### src/rtl/pic_pkg.sv
package pic_pkg;
  localparam int unsigned DEF_N_SRC    = 8;
  localparam int unsigned DEF_VEC_W    = 8;
  localparam int unsigned DEF_VEC_BASE = 32'h20;
endpackage

### src/rtl/pic_first_set.sv
// Lowest-index set bit: one-hot, index and any.
module pic_first_set #(
  parameter int unsigned W     = 8,
  localparam int unsigned IW   = (W > 1) ? $clog2(W) : 1
) (
  input  logic [W-1:0]  in_i,
  output logic [W-1:0]  oh_o,
  output logic [IW-1:0] idx_o,
  output logic          any_o
);
  logic [W:0] seen;
  assign seen[0] = 1'b0;

  for (genvar i = 0; i < W; i++) begin : g_chain
    assign seen[i+1] = seen[i] | in_i[i];
    assign oh_o[i]   = in_i[i] & ~seen[i];
  end

  assign any_o = seen[W];

  always_comb begin
    idx_o = '0;
    for (int i = 0; i < W; i++) begin
      if (oh_o[i]) idx_o = idx_o | IW'(i);
    end
  end
endmodule

### src/rtl/pic_level_mask.sv
// allow_o[i] high when no line at index <= i is in service.
module pic_level_mask #(
  parameter int unsigned N = 8
) (
  input  logic [N-1:0] isr_i,
  output logic [N-1:0] allow_o
);
  logic [N:0] busy;
  assign busy[0] = 1'b0;

  for (genvar i = 0; i < N; i++) begin : g_mask
    assign busy[i+1]  = busy[i] | isr_i[i];
    assign allow_o[i] = ~busy[i+1];
  end
endmodule

### src/rtl/prio_vec_intc.sv
module prio_vec_intc #(
  parameter int unsigned N_SRC    = pic_pkg::DEF_N_SRC,
  parameter int unsigned VEC_W    = pic_pkg::DEF_VEC_W,
  parameter int unsigned VEC_BASE = pic_pkg::DEF_VEC_BASE,
  localparam int unsigned IDX_W   = (N_SRC > 1) ? $clog2(N_SRC) : 1
) (
  input  logic             clk_i,
  input  logic             rst_ni,
  input  logic [N_SRC-1:0] req_i,
  input  logic             ack_i,
  input  logic             eoi_i,
  output logic             irq_o,
  output logic [VEC_W-1:0] vec_o
);
  logic [N_SRC-1:0] pend_q, isr_q, pend_d, isr_d;
  logic [N_SRC-1:0] allow, elig, win_oh, ack_oh;
  logic [N_SRC-1:0] top_isr_oh, eoi_clr;
  logic [IDX_W-1:0] win_idx, top_isr_idx;
  logic             any_isr, take;

  pic_level_mask #(.N(N_SRC)) u_mask (
    .isr_i   (isr_q),
    .allow_o (allow)
  );

  assign elig = pend_q & allow;

  pic_first_set #(.W(N_SRC)) u_win (
    .in_i  (elig),
    .oh_o  (win_oh),
    .idx_o (win_idx),
    .any_o (irq_o)
  );

  pic_first_set #(.W(N_SRC)) u_top_isr (
    .in_i  (isr_q),
    .oh_o  (top_isr_oh),
    .idx_o (top_isr_idx),
    .any_o (any_isr)
  );

  assign take    = ack_i & irq_o;
  assign ack_oh  = take  ? win_oh     : '0;
  assign eoi_clr = eoi_i ? top_isr_oh : '0;

  assign vec_o = take ? (VEC_W'(VEC_BASE) + VEC_W'(win_idx)) : '0;

  assign pend_d = (pend_q | req_i) & ~ack_oh;
  assign isr_d  = (isr_q & ~eoi_clr) | ack_oh;

  always_ff @(posedge clk_i or negedge rst_ni) begin
    if (!rst_ni) begin
      pend_q <= '0;
      isr_q  <= '0;
    end else begin
      pend_q <= pend_d;
      isr_q  <= isr_d;
    end
  end


  ack_sets_isr_chk: assert property (@(posedge clk_i) disable iff (!rst_ni)
    (take && !eoi_i) |=> ($countones(isr_q) == $past($countones(isr_q)) + 1));


  ack_clears_pend_chk: assert property (@(posedge clk_i) disable iff (!rst_ni)
    take |=> ((pend_q & $past(win_oh)) == '0));


  nest_top_chk: assert property (@(posedge clk_i) disable iff (!rst_ni)
    (take && !eoi_i) |=> (top_isr_oh == $past(win_oh)));


  eoi_one_level_chk: assert property (@(posedge clk_i) disable iff (!rst_ni)
    (eoi_i && !take && any_isr) |=> ($countones(isr_q) == $past($countones(isr_q)) - 1));


  vec_range_chk: assert property (@(posedge clk_i) disable iff (!rst_ni)
    take |-> (int'(vec_o) >= int'(VEC_BASE) && int'(vec_o) < int'(VEC_BASE) + int'(N_SRC)));


  idle_ack_chk: assert property (@(posedge clk_i) disable iff (!rst_ni)
    (ack_i && !irq_o && !eoi_i) |=> $stable(isr_q));
endmodule

### config.mk
export PLATFORM = sky130hd
export DESIGN_NAME = prio_vec_intc
export DESIGN_NICKNAME = d
export VERILOG_FILES = /design/src/rtl/pic_pkg.sv /design/src/rtl/pic_first_set.sv /design/src/rtl/pic_level_mask.sv /design/src/rtl/prio_vec_intc.sv
export SDC_FILE = /design/constraint.sdc
export NUM_CORES = 1
export LEC_CHECK = 0
export ABC_AREA = 0
export BUFFER_PORTS_ARGS = -buffer_cell sky130_fd_sc_hd__buf_2
export CAP_MARGIN = 20
export CORE_UTILIZATION = 54
export CTS_CLUSTER_SIZE = 20
export DETAILED_ROUTE_END_ITERATION = 10
export PLACE_DENSITY_LB_ADDON = 0.05
export SYNTH_ARGS = -nofsm -noshare
export SYNTH_HDL_FRONTEND = slang
export SYNTH_HIERARCHICAL = 1
export SYNTH_SLANG_ARGS = --single-unit
### constraint.sdc
create_clock -name clk_i -period 3.2 [get_ports clk_i]
set_clock_uncertainty 0.2 [all_clocks]
set_input_delay 0.32 -clock clk_i [delete_from_list [all_inputs] [get_ports clk_i]]
set_output_delay 0.32 -clock clk_i [all_outputs]
set_load 0.005 [all_outputs]
==> results.yml <==
route:
  wl_microns: 1960
  wl_per_cell_microns: 12.6
  postRouteAntennaNets: 0
  vias: 796
  drtPass1Iterations: 4
  drc_errors: 0
  via_per_inst: 5.10
  drt_iter0_drc: 17
setup_path:
  reg2reg_from: "isr_q[0]$_DFF_PN0_"
  end_kind: "output port"
  critPathRequiredTime_ns: 2.68
  cp.arrival_ns: 2.47
  rrSetupSlack_ns: 0.49
  r2r-end: "isr_q[6]$_DFF_PN0_"
  startpoint_type: "register"
  rr_worst_depth: 9
  crit_type: "reg2out"
  cp_max_fo: 10
hold_path:
  min_from: "req_i[3]"
  hold_path_end: "pend_q[3]$_DFF_PN0_"
  hold_class: "in2reg"
  hold_path_depth: 3
clock_tree:
  path_clk_slew_ns: 0.09
  numCtsBuffers: 3
  cts.path.max_buffers: 2
  cts_tree: "yes"
  clock-sinks: 16
  clkLatencyLatePin_ns: 0.28
  cts_root_buffer: "clkbuf_4"
  htreeDepth: 1
floorplanning:
  dieHeight_microns: 45.5
  core_area_sq_um: 1750
  num_rows: 15
  die_x_microns: 45.5
  io_pins: 21
  start_util: 0.586
  die_area_sq_um: 2070
placed_design:
  port_buffers: 16
  post-dp-hpwl_microns: 1500
  finalWeightedCongestion: 0.810
synthesis:
  netlist_area_sq_um: 1020
  syn_area_per_cell_sq_um: 8.82
  synthCells: 116
  ys.warnings.count: 6
grt:
  grt_pass1_wl_microns: 3300
  grt.total_usage: 0.227
  grt_remaining_overflow: 0
  first_global_vias: 705
  antenna_found_initial: 0
  grt_max_degree: 17
power_and_ir_drop:
  p_leak_nw: 0.495
  p_per_area_nw_per_um2: 932
  peakVddDrop_mv: 0.467
sta:
  fmax_ghz: 0.335
  finalCriticalPeriod_ns: 2.99
  rsz0062_at_grt: "no"
  min_period_over_period: 0.934
  maxSlewViolCount: 0
  setup_violations: 0
  maxSlewHeadroom: 0.661
  worst_pin_slew_ns: 0.504
  finalSetupTns_ns: 0
  whs_ns: 0.0766
  hold_viol_final: 0
final_layout:
  area_delta_synth_final_pct: 9.78
  n_antenna_cell: 0
  drive_gt1_frac: 0.244
  nets: 144
flow_run:
  drv_cap: 0
outcome:
  status: "complete, no violations"
## state kept, by name, indices dropped and copies added (netlist names)
name / flops
isr_q: 8
pend_q: 8
## placed cells by master (no fill, tap or decap), drive strengths merged
cell type	n
a211oi	2
dlygate4sd3	1
nor3	4
a21o	1
conb	4
buf	17
nor3b	6
nand2	9
dfrtp	16
and3	3
clkbuf	4
a22o	8
a21oi	9
o21ai	2
and2	11
nor2b	2
nor4	3
or4	4
inv	8
nor2	17
## how the worst max path moves through the flow
stage | start | end | slack, ns | cells past startpoint
4_1_cts | isr_q[0]$_DFF_PN0_ | vec_o[5] | 0.15 | 8
3_3_place_gp | isr_q[0]$_DFF_PN0_ | isr_q[7]$_DFF_PN0_ | 0.53 | 9
5_1_grt | isr_q[0]$_DFF_PN0_ | vec_o[5] | 0.05 | 8
3_5_place_dp | isr_q[0]$_DFF_PN0_ | isr_q[7]$_DFF_PN0_ | 0.40 | 9
2_1_floorplan | isr_q[0]$_DFF_PN0_ | vec_o[5] | 0.53 | 10
6_report | isr_q[0]$_DFF_PN0_ | vec_o[5] | 0.21 | 7
## power breakdown
part | switching [mW] | internal [mW] | total (mW)
registers | 0.111 | 0.280 | 0.391
clock network | 0.0607 | 0.0692 | 0.130
logic | 0.275 | 0.252 | 0.527
## routing by layer
layer / GRT usage / wire, microns / vias to the layer above / share of wire
li1: - / - / 419 / -
met1: 0.343 / 976 / 349 / 0.50
met2: 0.311 / 836 / 24 / 0.43
met3: 0.0714 / 117 / 4 / 0.060
met4: 0.0545 / 34 / 0 / 0.017
met5: 0 / 0 / - / 0
## through the flow
step                      std cells  cell area [sq um]  setup slack [ns]  total power, mW  utilization
after floorplan                 119               1030             0.526            0.825            -
after global placement          151               1070             0.526            0.895        0.616
after detailed placement        151               1070             0.404            0.911        0.616
after CTS                       156               1120             0.145             1.05        0.642
after global routing            156               1120            0.0472             1.14        0.644
final                           156               1120             0.212             1.05        0.644
## critical path, stage by stage (launching register included)
cell	delay (ns)
dfrtp_2	0.48
or4_4	0.60
nor4_4	0.16
and2_1	0.25
nor2_1	0.08
nand2_1	0.11
and2_1	0.34
buf_2	0.18
## repair_timing
item / in CTS / in global routing
hold endpoints to repair: 16 / 0
buffers inserted: 0 / 0
resized for setup: 0 / 2
setup endpoints to repair: 0 / 1
hold buffers: 1 / 0
## area by class of cell
cell class                 count  area, sq um
fill                         157          622
tap                           25         31.3
sequential                    16          403
clock buffer                   4         36.3
timing repair buffer          18         97.6
inverter                       8         30.0
multi-input combinational     85          526
No activity file was read; power rests on OpenSTA's default activity.
